## src/rtl/unwedge_pkg.sv

```systemverilog
package unwedge_pkg;

    typedef enum logic [3:0] {
        ST_IDLE,
        ST_REL,
        ST_LOW,
        ST_RISE,
        ST_HIGH,
        ST_CHECK,
        ST_SETUP,
        ST_SDAL,
        ST_BUF,
        ST_FIN
    } uw_state_t;

    typedef struct packed {
        logic seen;
        logic fail;
        logic nar;
    } uw_verdict_t;

    function automatic int uw_max(input int a, input int b);
        return (a > b) ? a : b;
    endfunction

endpackage

```

## src/rtl/unwedge_timer.sv

```systemverilog
module unwedge_timer #(
    parameter int W = 8
) (
    input  logic         clk,
    input  logic         rst,
    input  logic         load,
    input  logic [W-1:0] value,
    output logic         zero
);
    logic [W-1:0] cnt;

    always_ff @(posedge clk) begin
        if (rst)
            cnt <= '0;
        else if (load)
            cnt <= value;
        else if (cnt != '0)
            cnt <= cnt - W'(1);
    end

    assign zero = (cnt == '0);
endmodule

```

## src/rtl/unwedge_pulse_ctr.sv

```systemverilog
module unwedge_pulse_ctr #(
    parameter int N = 9
) (
    input  logic clk,
    input  logic rst,
    input  logic clr,
    input  logic inc,
    output logic last
);
    localparam int CW = $clog2(N + 1);
    logic [CW-1:0] cnt;

    always_ff @(posedge clk) begin
        if (rst || clr)
            cnt <= '0;
        else if (inc)
            cnt <= cnt + CW'(1);
    end

    assign last = (cnt == CW'(N));
endmodule

```

## src/rtl/bus_unwedge.sv

```systemverilog
module bus_unwedge
    import unwedge_pkg::*;
#(
    parameter int HALF_CYC    = 1000,
    parameter int STRETCH_CYC = 200000,
    parameter int SETUP_CYC   = 200,
    parameter int HOLD_CYC    = 200,
    parameter int BUF_CYC     = 12000,
    parameter int NPULSE      = 9
) (
    input  logic clk,
    input  logic rst,
    input  logic start,
    input  logic scl_in,
    input  logic sda_in,
    output logic busy,
    output logic done,
    output logic fail,
    output logic not_at_rest,
    output logic scl_oe,
    output logic sda_oe
);
    localparam int TMAX = uw_max(uw_max(HALF_CYC, STRETCH_CYC),
                                 uw_max(uw_max(SETUP_CYC, HOLD_CYC), BUF_CYC));
    localparam int TW = $clog2(TMAX + 1);
    localparam logic [TW-1:0] L_HALF    = TW'(HALF_CYC - 1);
    localparam logic [TW-1:0] L_STRETCH = TW'(STRETCH_CYC - 1);
    localparam logic [TW-1:0] L_SETUP   = TW'(SETUP_CYC - 1);
    localparam logic [TW-1:0] L_HOLD    = TW'(HOLD_CYC - 1);
    localparam logic [TW-1:0] L_BUF     = TW'(BUF_CYC - 1);

    uw_state_t   st, st_nx;
    uw_verdict_t vd, vd_nx;
    logic          t_load, t_zero;
    logic [TW-1:0] t_val;
    logic          p_clr, p_inc, p_last;

    unwedge_timer #(.W(TW)) u_timer (
        .clk  (clk),
        .rst  (rst),
        .load (t_load),
        .value(t_val),
        .zero (t_zero)
    );

    unwedge_pulse_ctr #(.N(NPULSE)) u_pulses (
        .clk (clk),
        .rst (rst),
        .clr (p_clr),
        .inc (p_inc),
        .last(p_last)
    );

    always_comb begin
        st_nx  = st;
        vd_nx  = vd;
        t_load = 1'b0;
        t_val  = '0;
        p_clr  = 1'b0;
        p_inc  = 1'b0;
        case (st)
            ST_IDLE: if (start) begin
                st_nx  = ST_REL;
                vd_nx  = '0;
                p_clr  = 1'b1;
                t_load = 1'b1;
                t_val  = L_HALF;
            end
            ST_REL: if (t_zero) begin
                st_nx  = ST_LOW;
                t_load = 1'b1;
                t_val  = L_HALF;
            end
            ST_LOW: if (t_zero) begin
                st_nx  = ST_RISE;
                t_load = 1'b1;
                t_val  = L_STRETCH;
            end
            ST_RISE: if (scl_in || t_zero) begin
                vd_nx.seen = vd.seen | sda_in;
                p_inc  = 1'b1;
                st_nx  = ST_HIGH;
                t_load = 1'b1;
                t_val  = L_HALF;
            end
            ST_HIGH: if (t_zero) begin
                if (p_last) begin
                    st_nx = ST_CHECK;
                end else begin
                    st_nx  = ST_LOW;
                    t_load = 1'b1;
                    t_val  = L_HALF;
                end
            end
            ST_CHECK: begin
                if (!vd.seen) begin
                    vd_nx.fail = 1'b1;
                    st_nx      = ST_FIN;
                end else begin
                    vd_nx.nar = !(scl_in && sda_in);
                    st_nx     = ST_SETUP;
                    t_load    = 1'b1;
                    t_val     = L_SETUP;
                end
            end
            ST_SETUP: if (t_zero) begin
                st_nx  = ST_SDAL;
                t_load = 1'b1;
                t_val  = L_HOLD;
            end
            ST_SDAL: if (t_zero) begin
                st_nx  = ST_BUF;
                t_load = 1'b1;
                t_val  = L_BUF;
            end
            ST_BUF: if (t_zero) st_nx = ST_FIN;
            ST_FIN: st_nx = ST_IDLE;
            default: st_nx = ST_IDLE;
        endcase
    end

    always_ff @(posedge clk) begin
        if (rst) begin
            st <= ST_IDLE;
            vd <= '0;
        end else begin
            st <= st_nx;
            vd <= vd_nx;
        end
    end

    assign scl_oe      = (st == ST_LOW);
    assign sda_oe      = (st == ST_SDAL);
    assign busy        = (st != ST_IDLE);
    assign done        = (st == ST_FIN);
    assign fail        = vd.fail;
    assign not_at_rest = vd.nar;
endmodule

```

## config.mk

```make
export PLATFORM = sky130hd
export DESIGN_NAME = bus_unwedge
export DESIGN_NICKNAME = d
export VERILOG_FILES = /design/src/rtl/unwedge_pkg.sv /design/src/rtl/unwedge_timer.sv /design/src/rtl/unwedge_pulse_ctr.sv /design/src/rtl/bus_unwedge.sv
export SDC_FILE = /design/constraint.sdc
export NUM_CORES = 1
export LEC_CHECK = 0
export ABC_AREA = 1
export BUFFER_PORTS_ARGS = -buffer_cell sky130_fd_sc_hd__buf_2
export CAP_MARGIN = 10
export CORE_AREA = 2 2 51 76
export DETAILED_ROUTE_END_ITERATION = 8
export DIE_AREA = 0 0 53 78
export MAX_ROUTING_LAYER = met4
export PLACE_DENSITY = 0.8
export SLEW_MARGIN = 20
export SYNTH_ARGS = -nofsm -noshare
export SYNTH_HDL_FRONTEND = slang
export SYNTH_SLANG_ARGS = --single-unit
```

## constraint.sdc

```tcl
create_clock -name clk -period 3.51 [get_ports clk]
set_input_delay 0.702 -clock clk [delete_from_list [all_inputs] [get_ports clk]]
set_output_delay 0.702 -clock clk [all_outputs]
set_load 0.01 [all_outputs]
```

==> impl_metrics.csv, run 1 <==
group,metric,value,unit
clock_tree,clkSinkCount,29,
sta,fmax,472,MHz
floorplanning,placement_rows,26,
sta,grt_setup_unrepaired,"false",
power_and_ir_drop,leak_pwr,1.04,nW
floorplanning,boundaryPins,11,
clock_tree,worst_skew_pair.late_latency,0.30,ns
clock_tree,clock_tree.htree_level_count,2,
floorplanning,initial_utilization,0.588,
critical_path,beginning_of_the_worst_register_to_register_path,"u_timer.cnt[0]",
route,routed_wl,4520,microns
critical_path,crit_path_max_fanout,6,
layout,drive_above_1_share,0.223,
clock_tree,cts_post_setup_buffers_inserted,0,
layout,area_growth_syn_to_layout,9.40,%
route,number_of_detailed_route_iterations_in_the_first_pass,4,
critical_path,setup.worst_path.end_class,"output pin",
min_path,hold_path.startpoint,"fail",
sta,max_slew.worst_pin.slew,0.346,ns
global_routing,first_global_vias,1769,
floorplanning,placeableCoreArea,3420,sq um
min_path,holdPathEnd,"fail",
floorplanning,die_height,78,microns
power_and_ir_drop,power_density,964,nW/um^2
synth,muxShareOfSynthArea,0,
floorplanning,design.die.area,4130,sq um
route,vias,1777,
flow_run,max_cap_viol_count,0,
synth,synth_top_family_by_area,"simple AND/OR/NAND/NOR gates",
route,drt-initial-drc-count,65,
clock_tree,tritoncts_clock_tree,"yes",
place,dp_slack,1.62,ns
synth,synth_compound_area_frac,0.0946,
sta,final-max-slew-violation-count,0,
critical_path,critPathRequiredTime,2.81,ns
sta,worst_clock_skew,0.00765,ns
clock_tree,clk_path_buf_depth,2,
synth,async_flop_share,0,
synth,combined_area_of_all_synthesized_cells,2010,sq um
synth,synth_seq_cells,29,
clock_tree,clkSlewWorstSetupHoldPaths,0.07,ns
synth,synth-simple-area-share,0.455,
synth,synth_seq_area_share,0.289,
min_path,min_path_type,"register to register",
synth,dominantRegCellSynth,"sky130_fd_sc_hd__dfxtp_1",
synth,synth_cell_types,37,
clock_tree,clk_root_buffer_cell,"sky130_fd_sc_hd__clkbuf_8",
sta,setup_total_negative_slack,0,ns
sta,timing.slew.headroom,0.769,
power_and_ir_drop,vdd_ir_drop_max,0.635,mV
synth,post_synth_inst_count,276,
sta,finalCriticalPeriod,2.12,ns
route,avgRoutedWirePerCell,13.5,microns
global_routing,number_of_antenna_violations_at_the_first_check_in_global_routing,0,
clock_tree,cts_buffers,5,
floorplanning,die_width,53,microns
layout,antenna_cells_inserted,0,
global_routing,globalRouteTotalUtil,0.258,
sta,hold_viol,0,
place,gp_congestion,0.858,
clock_tree,cts_resized,0,
run_status,status,"completed",
place,detailed_place_hpwl,3530,microns
synth,post_synth_xor_area_fraction,0.0610,
critical_path,worst-r2r-cell-count,11,
clock_tree,holdBufCountCts,0,
place,numPortBuffers,10,
synth,post_synthesis_adder_cell_area_fraction,0.0187,
sta,final_min_period_over_clock_period,0.604,
critical_path,ff2ff_setup_slack,1.58,ns
critical_path,timing.critical_path.arrival,1.42,ns
sta,finalWorstSetupSlack,1.39,ns
critical_path,worstSetupStartpointType,"register",
global_routing,grt_pass1_wl,7650,microns
synth,synth_enable_flop_cells,0,
min_path,cell_depth_of_the_worst_min_delay_path,2,
synth,ys_warn_count,0,
global_routing,grt_max_degree,15,
critical_path,r2r-end,"u_timer.cnt[5]",
synth,syn-mean-instance-area,7.28,sq um
route,avgViaCountPerCell,5.32,
sta,finalSetupViolations,0,
layout,design.final.nets,299,
critical_path,critical_path_start_end_classification,"register to output pin",
synth,synthesis.nets,284,
global_routing,grt.overflow.total,0,
route,post-route-drc-count,0,
route,postRouteAntennaNets,0,
==> per-stage QoR <==
step	std cells	util	power, mW	hold slack (ns)	cell area, sq um
6_report	334	0.644	2.12	0.482	2200
5_1_grt	334	0.644	2.29	0.500	2200
4_1_cts	334	0.644	2.11	0.491	2200
3_5_place_dp	326	0.614	1.79	0.480	2100
3_3_place_gp	326	0.614	1.79	0.449	2100
2_1_floorplan	276	-	1.57	0.456	2010
==> how the worst max path moves through the flow <==
stage	start	cells past startpoint	endpoint	slack (ns)
3_3_place_gp	u_timer.cnt[0]	11	u_timer.cnt[10]	1.64
6_report	st[2]	5	sda_oe	1.39
5_1_grt	st[2]	5	sda_oe	1.28
3_5_place_dp	u_timer.cnt[0]	11	u_timer.cnt[5]	1.62
2_1_floorplan	u_timer.cnt[0]	12	u_timer.cnt[2]	1.88
4_1_cts	st[2]	5	sda_oe	1.40
==> Yosys cell counts, drive strengths merged, types with 3 or more instances <==
library cell | instances | area [sq um]
a21oi | 16 | 98.9
dfxtp | 29 | 581
ha | 3 | 37.5
inv | 40 | 150
nand2 | 59 | 297
nand3 | 24 | 160
nand4 | 5 | 31.3
nor2 | 56 | 334
nor3 | 9 | 55.1
o21ai | 9 | 48.8
xnor2 | 7 | 61.3
xor2 | 7 | 61.3
==> placed cells by master (no fill, tap or decap), types with 2 or more instances in the layout <==
| master | n |
|---|---|
| sky130_fd_sc_hd__nor2_4 | 6 |
| sky130_fd_sc_hd__buf_2 | 10 |
| sky130_fd_sc_hd__inv_2 | 2 |
| sky130_fd_sc_hd__xor2_1 | 7 |
| sky130_fd_sc_hd__nand2_8 | 2 |
| sky130_fd_sc_hd__dfxtp_1 | 29 |
| sky130_fd_sc_hd__inv_1 | 38 |
| sky130_fd_sc_hd__a21oi_1 | 13 |
| sky130_fd_sc_hd__nor2_8 | 3 |
| sky130_fd_sc_hd__nor3_1 | 7 |
| sky130_fd_sc_hd__nand3_4 | 2 |
| sky130_fd_sc_hd__clkbuf_8 | 7 |
| sky130_fd_sc_hd__nand2_1 | 48 |
| sky130_fd_sc_hd__nand4_1 | 5 |
| sky130_fd_sc_hd__nand3_1 | 19 |
| sky130_fd_sc_hd__xnor2_1 | 7 |
| sky130_fd_sc_hd__nor2_1 | 35 |
| sky130_fd_sc_hd__nor2_2 | 12 |
| sky130_fd_sc_hd__ha_1 | 3 |
| sky130_fd_sc_hd__nor3_2 | 2 |
| sky130_fd_sc_hd__a21oi_2 | 2 |
| sky130_fd_sc_hd__nand2_2 | 5 |
| sky130_fd_sc_hd__nand3_2 | 3 |
| sky130_fd_sc_hd__nand2_4 | 4 |
| sky130_fd_sc_hd__o21ai_0 | 8 |
==> final cells by class <==
type,instances,area [sq um]
clock buffer,7,96.3
clock inverter,1,5.00
fill,328,1220
inverter,40,150
multi-input combinational,205,1260
sequential,29,581
tap,42,52.6
timing repair buffer,10,50.0
==> per-layer routing <==
layer,vias up,GRT usage,part of all wire
met5,-,-,0
met4,0,0.141,0.036
met3,15,0.0365,0.037
met2,46,0.446,0.56
met1,808,0.271,0.37
li1,908,-,-
==> cell families after synthesis <==
logic type,after synthesis
AND/OR/NAND/NOR,158
buffers and inverters,42
AO/OA/AOI/OAI,30
flip-flops,29
XOR/XNOR,14
adder cells (fa/ha/maj),3
==> power breakdown <==
group / switching (mW) / internal, mW
registers: 0.109 / 0.433
clock network: 0.138 / 0.177
logic: 0.811 / 0.451
total: 1.06 / 1.06
==> critical path, stage by stage, from the launching register on <==
cell	delay (ns)
sky130_fd_sc_hd__dfxtp_1	0.35
sky130_fd_sc_hd__inv_1	0.10
sky130_fd_sc_hd__nor2_4	0.18
sky130_fd_sc_hd__nand2_1	0.10
sky130_fd_sc_hd__nor2_1	0.22
sky130_fd_sc_hd__buf_2	0.18
==> state kept, by name, summed over array words and instances, names as in the netlist <==
signal        flops
vd                1
u_timer.cnt      18
not_at_rest       1
u_pulses.cnt      4
fail              1
st                4
Note: power is estimated with default switching activity, not from simulation.
==> inputs of run 2 (changes only) <==
==> constraint.sdc (replaced) <==
create_clock -name clk -period 2.2 [get_ports clk]
set_input_delay 0.44 -clock clk [delete_from_list [all_inputs] [get_ports clk]]
set_output_delay 0.44 -clock clk [all_outputs]
set_load 0.01 [all_outputs]
==> impl_metrics.csv, run 2 (same netlist as run 1, synthesis figures left out) <==
group,metric,value,unit
clock_tree,clk_path_buf_depth,2,
critical_path,cpMaxStageDelayCell,"sky130_fd_sc_hd__dfxtp_1",
critical_path,cp_cell_sequence,"inv_1 -> ha_1 -> nand2_4 -> nor2_8 -> nand3_4 -> nand3_1 -> nand3_2 -> o21ai_0 -> a21oi_1",
layout,max_reg_flops,18,
clock_tree,cts_resized,0,
route,routed_wl,4660,microns
floorplanning,die_height,78,microns
sta,worst_clock_skew,0.00592,ns
global_routing,grt_max_degree,15,
route,postRouteAntennaNets,0,
critical_path,slowest_delay,0.32,ns
floorplanning,initial_utilization,0.588,
place,numPortBuffers,10,
critical_path,launch_point_of_the_worst_path,"u_timer.cnt[0]",
route,avgRoutedWirePerCell,14.0,microns
sta,final_min_period_over_clock_period,0.897,
layout,antenna_cells_inserted,0,
clock_tree,cts_buffers,5,
min_path,hold_path.startpoint,"sda_in",
place,gp_congestion,0.910,
floorplanning,design.die.area,4130,sq um
global_routing,number_of_antenna_violations_at_the_first_check_in_global_routing,0,
global_routing,first_global_vias,1770,
global_routing,grt.overflow.total,0,
sta,max_slew.worst_pin.slew,0.391,ns
critical_path,worst_path_dominant_cell_family,"simple AND/OR/NAND/NOR gates",
critical_path,worst-r2r-cell-count,9,
route,vias,1803,
clock_tree,worst_skew_pair.late_latency,0.28,ns
power_and_ir_drop,vdd_ir_drop_max,0.908,mV
min_path,min_path_type,"primary input to register",
critical_path,critical_path_start_end_classification,"register to register",
clock_tree,clkSlewWorstSetupHoldPaths,0.06,ns
clock_tree,clk_root_buffer_cell,"sky130_fd_sc_hd__clkbuf_8",
place,post-place-cells,327,
layout,max_flop_register,"u_timer.cnt",
layout,drive_above_1_share,0.219,
route,avgViaCountPerCell,5.40,
floorplanning,boundaryPins,11,
power_and_ir_drop,power_density,1530,nW/um^2
sta,final-max-slew-violation-count,0,
route,drt-initial-drc-count,78,
layout,design.final.nets,300,
clock_tree,clock_tree.htree_level_count,2,
floorplanning,placeableCoreArea,3420,sq um
sta,fmax,507,MHz
critical_path,critical_path.n_buffers_inverters,1,
critical_path,crit_path_max_fanout,14,
route,post-route-drc-count,0,
sta,finalCriticalPeriod,1.97,ns
floorplanning,die_width,53,microns
layout,post_layout_nonfiller_instances,334,
sta,setup_total_negative_slack,0,ns
critical_path,r2r-end,"st[0]",
power_and_ir_drop,leak_pwr,1.04,nW
global_routing,globalRouteTotalUtil,0.272,
clock_tree,clkSinkCount,29,
run_status,status,"completed",
critical_path,setup.worst_path.end_class,"register",
critical_path,worstSetupStartpointType,"register",
clock_tree,cts_post_setup_buffers_inserted,0,
critical_path,ff2ff_setup_slack,0.23,ns
layout,area_growth_syn_to_layout,9.03,%
sta,timing.slew.headroom,0.739,
min_path,cell_depth_of_the_worst_min_delay_path,3,
critical_path,critPathRequiredTime,2.37,ns
global_routing,grt_pass1_wl,8060,microns
clock_tree,holdBufCountCts,0,
layout,reg.largest.list,"u_timer.cnt: 18 flops, st: 4 flops, u_pulses.cnt: 4 flops",
place,detailed_place_hpwl,3640,microns
layout,layout.cells.most_common_list,"sky130_fd_sc_hd__nand2_1 (48), sky130_fd_sc_hd__inv_1 (38), sky130_fd_sc_hd__nor2_1 (35), sky130_fd_sc_hd__dfxtp_1 (29), sky130_fd_sc_hd__nand3_1 (19)",
critical_path,beginning_of_the_worst_register_to_register_path,"u_timer.cnt[0]",
sta,hold_viol,0,
min_path,holdPathEnd,"vd[2]",
route,number_of_detailed_route_iterations_in_the_first_pass,4,
critical_path,timing.critical_path.arrival,2.14,ns
sta,finalSetupViolations,0,
layout,most_frequent_standard_cell_in_the_layout_excluding_fill_and_tap_cells,"sky130_fd_sc_hd__nand2_1",
sta,grt_setup_unrepaired,"false",
layout,post-route-cell-area,2190,sq um
clock_tree,tritoncts_clock_tree,"yes",
floorplanning,placement_rows,26,
flow_run,max_cap_viol_count,0,
place,place_area,2100,sq um
## run 2: worst max-delay path by stage
stage,end,cells past startpoint
after floorplan,u_timer.cnt[2],12
after global placement,u_timer.cnt[6],12
after detailed placement,u_timer.cnt[17],12
after CTS,st[0],9
after global routing,st[0],9
final,st[0],9
## run 2: report_power, final
group          switching, mW  total, mW  leakage (nW)  internal [mW]
logic                   1.31       2.04         0.758          0.722
clock network          0.198      0.446        0.0443          0.248
registers              0.170      0.861         0.238          0.691
## run 2: worst min-delay path, cell delays in order
cell and delay [ns]:
sky130_fd_sc_hd__buf_2 0.11, sky130_fd_sc_hd__nand2_1 0.06, sky130_fd_sc_hd__a21oi_1 0.05
## run 2: metal layers
layer,vias up,track usage,wire [microns]
li1,915,-,-
met1,829,0.276,1730
met2,40,0.481,2590
met3,19,0.0423,141
met4,0,0.141,200
met5,-,-,0
## run 2: stage by stage
stage                     hold WS (ns)  utilization  power (mW)  setup WS [ns]
after floorplan                  0.456            -        2.50          0.567
after global placement           0.449        0.616        2.84          0.353
after detailed placement         0.474        0.616        2.87          0.287
after CTS                        0.438        0.641        3.34          0.245
after global routing             0.457        0.641        3.64         0.0479
final                            0.431        0.641        3.34          0.228
## run 2: area by class of cell
type | instances | area [sq um]
inverter | 40 | 150
sequential | 29 | 581
tap | 42 | 52.6
timing repair buffer | 11 | 57.6
clock buffer | 7 | 86.3
fill | 321 | 1220
multi-input combinational | 205 | 1260
==> inputs of run 3 (changes only) <==
--- a/config.mk
+++ b/config.mk
@@ -12,7 +12,7 @@
 export DETAILED_ROUTE_END_ITERATION = 8
 export DIE_AREA = 0 0 53 78
 export MAX_ROUTING_LAYER = met4
-export PLACE_DENSITY = 0.8
+export PLACE_DENSITY = 0.87
 export SLEW_MARGIN = 20
 export SYNTH_ARGS = -nofsm -noshare
 export SYNTH_HDL_FRONTEND = slang
==> impl_metrics.csv, run 3 (same netlist as run 1, synthesis figures left out) <==
group,metric,value,unit
critical_path,worst_path_dominant_cell_family,"simple AND/OR/NAND/NOR gates",
clock_tree,cts_resized,0,
floorplanning,placeableCoreArea,3420,sq um
run_status,status,"completed",
critical_path,timing.critical_path.arrival,2.12,ns
route,routed_wl,4410,microns
route,vias,1808,
critical_path,cpMaxStageDelayCell,"sky130_fd_sc_hd__o21bai_1",
layout,max_reg_flops,18,
route,drt-initial-drc-count,61,
floorplanning,placement_rows,26,
global_routing,globalRouteTotalUtil,0.266,
floorplanning,die_width,53,microns
layout,max_flop_register,"u_timer.cnt",
layout,num-fill-cells,305,
clock_tree,clk_root_buffer_cell,"sky130_fd_sc_hd__clkbuf_8",
power_and_ir_drop,leak_pwr,1.04,nW
sta,worst_clock_skew,0.00572,ns
power_and_ir_drop,power_density,1500,nW/um^2
sta,setup_total_negative_slack,0,ns
clock_tree,clkSlewWorstSetupHoldPaths,0.06,ns
critical_path,critPathRequiredTime,2.37,ns
sta,finalSetupViolations,0,
sta,final-max-slew-violation-count,0,
clock_tree,cts_post_setup_buffers_inserted,0,
global_routing,grt_max_degree,15,
global_routing,grt.overflow.total,0,
power_and_ir_drop,sw_frac_of_total,0.498,
clock_tree,tritoncts_clock_tree,"yes",
min_path,holdPathEnd,"vd[2]",
sta,fmax,512,MHz
min_path,hold_path.startpoint,"sda_in",
global_routing,grt_pass1_wl,7970,microns
flow_run,max_cap_viol_count,0,
critical_path,cp_cell_sequence,"inv_1 -> ha_1 -> nand2_4 -> nor2_8 -> nand3_4 -> o21bai_1 -> nor2_4 -> nand3_1 -> nand2_1 -> nand2_1 -> nor2_1",
critical_path,critical_path.n_buffers_inverters,1,
floorplanning,design.die.area,4130,sq um
layout,drive_above_1_share,0.222,
sta,grt_setup_unrepaired,"false",
critical_path,worst-r2r-cell-count,11,
power_and_ir_drop,seqPwrFrac,0.258,
critical_path,crit_path_max_fanout,14,
clock_tree,clock_tree.htree_level_count,2,
critical_path,worstSetupStartpointType,"register",
critical_path,critical_path_start_end_classification,"register to register",
floorplanning,die_height,78,microns
layout,layout.cells.most_common_list,"sky130_fd_sc_hd__nand2_1 (48), sky130_fd_sc_hd__inv_1 (38), sky130_fd_sc_hd__nor2_1 (35), sky130_fd_sc_hd__dfxtp_1 (29), sky130_fd_sc_hd__nand3_1 (19)",
layout,most_frequent_standard_cell_in_the_layout_excluding_fill_and_tap_cells,"sky130_fd_sc_hd__nand2_1",
place,detailed_place_hpwl,3490,microns
sta,timing.slew.headroom,0.729,
sta,whs,0.421,ns
route,avgRoutedWirePerCell,13.2,microns
critical_path,r2r-end,"u_timer.cnt[5]",
sta,hold_viol,0,
clock_tree,cts_buffers,5,
clock_tree,clkSinkCount,29,
sta,final_min_period_over_clock_period,0.887,
place,gp_congestion,0.925,
floorplanning,boundaryPins,11,
layout,reg.largest.list,"u_timer.cnt: 18 flops, st: 4 flops, u_pulses.cnt: 4 flops",
layout,design.final.nets,301,
floorplanning,initial_utilization,0.588,
power_and_ir_drop,power_report.internal_total,1.66,mW
layout,area_growth_syn_to_layout,9.40,%
power_and_ir_drop,vdd_ir_drop_max,0.983,mV
clock_tree,worst_skew_pair.late_latency,0.28,ns
global_routing,first_global_vias,1852,
min_path,min_path_type,"primary input to register",
power_and_ir_drop,pwr-share-clk,0.134,
critical_path,ff2ff_setup_slack,0.25,ns
critical_path,crit_top_cell,"sky130_fd_sc_hd__nand2_1",
route,number_of_detailed_route_iterations_in_the_first_pass,4,
place,numPortBuffers,10,
sta,finalCriticalPeriod,1.95,ns
power_and_ir_drop,post-layout-total-power,3.31,mW
layout,antenna_cells_inserted,0,
min_path,cell_depth_of_the_worst_min_delay_path,3,
route,post-route-drc-count,0,
sta,max_slew.worst_pin.slew,0.405,ns
critical_path,slowest_delay,0.35,ns
clock_tree,clk_path_buf_depth,2,
route,postRouteAntennaNets,0,
route,avgViaCountPerCell,5.40,
critical_path,setup.worst_path.end_class,"register",
global_routing,number_of_antenna_violations_at_the_first_check_in_global_routing,0,
critical_path,beginning_of_the_worst_register_to_register_path,"u_timer.cnt[0]",
clock_tree,holdBufCountCts,0,
power_and_ir_drop,pwr-share-comb,0.608,
power_and_ir_drop,p_sw,1.65,mW
-- run 3: cell types whose count changed in the layout (fill, tap and decap cells not counted) --
cell,change
sky130_fd_sc_hd__buf_4,+1
-- run 3: worst min-delay path, stage by stage --
cell,delay (ns)
sky130_fd_sc_hd__buf_2,0.10
sky130_fd_sc_hd__nand2_1,0.06
sky130_fd_sc_hd__a21oi_1,0.05
-- run 3: cell type report --
class                           instances  area [sq um]  share of cell area
Multi-Input combinational cell        205          1260               0.575
Inverter                               40           150              0.0683
Sequential cell                        29           581               0.264
Timing Repair Buffer                   12          65.1              0.0296
Tap cell                               42          52.6              0.0239
Clock buffer                            7          86.3              0.0393
-- run 3: worst max-delay path by stage --
stage	startpoint	end	slack (ns)	depth (start not counted)
2_1_floorplan	u_timer.cnt[0]	u_timer.cnt[2]	0.57	12
3_3_place_gp	u_timer.cnt[0]	u_timer.cnt[11]	0.34	11
3_5_place_dp	u_timer.cnt[0]	u_timer.cnt[3]	0.28	11
4_1_cts	u_timer.cnt[0]	u_timer.cnt[3]	0.25	11
5_1_grt	u_timer.cnt[0]	u_pulses.cnt[3]	0.05	11
6_report	u_timer.cnt[0]	u_timer.cnt[5]	0.25	11
-- run 3: per-stage QoR --
| stage | utilization | worst slack [ns] | instance area, sq um | cells |
|---|---|---|---|---|
| finish | 0.644 | 0.248 | 2200 | 335 |
| global route | 0.644 | 0.0471 | 2200 | 335 |
| CTS | 0.644 | 0.245 | 2200 | 335 |
| detailed placement | 0.618 | 0.284 | 2110 | 328 |
| global placement | 0.618 | 0.335 | 2110 | 328 |
| floorplan | - | 0.567 | 2010 | 276 |
-- run 3: layer usage --
layer,global-route usage,vias up,part of all wire
met5,-,-,0
met4,0.146,0,0.051
met3,0.0615,18,0.029
met2,0.450,36,0.54
met1,0.273,844,0.38
li1,-,910,-
-- run 3: power by group through the flow --
stage	registers, mW	clock network, mW	logic (mW)
after floorplan	0.836	0	1.67
after global placement	0.859	0	1.96
after detailed placement	0.864	0	2.00
after CTS	0.852	0.447	2.01
after global routing	0.875	0.474	2.26
final	0.854	0.442	2.01
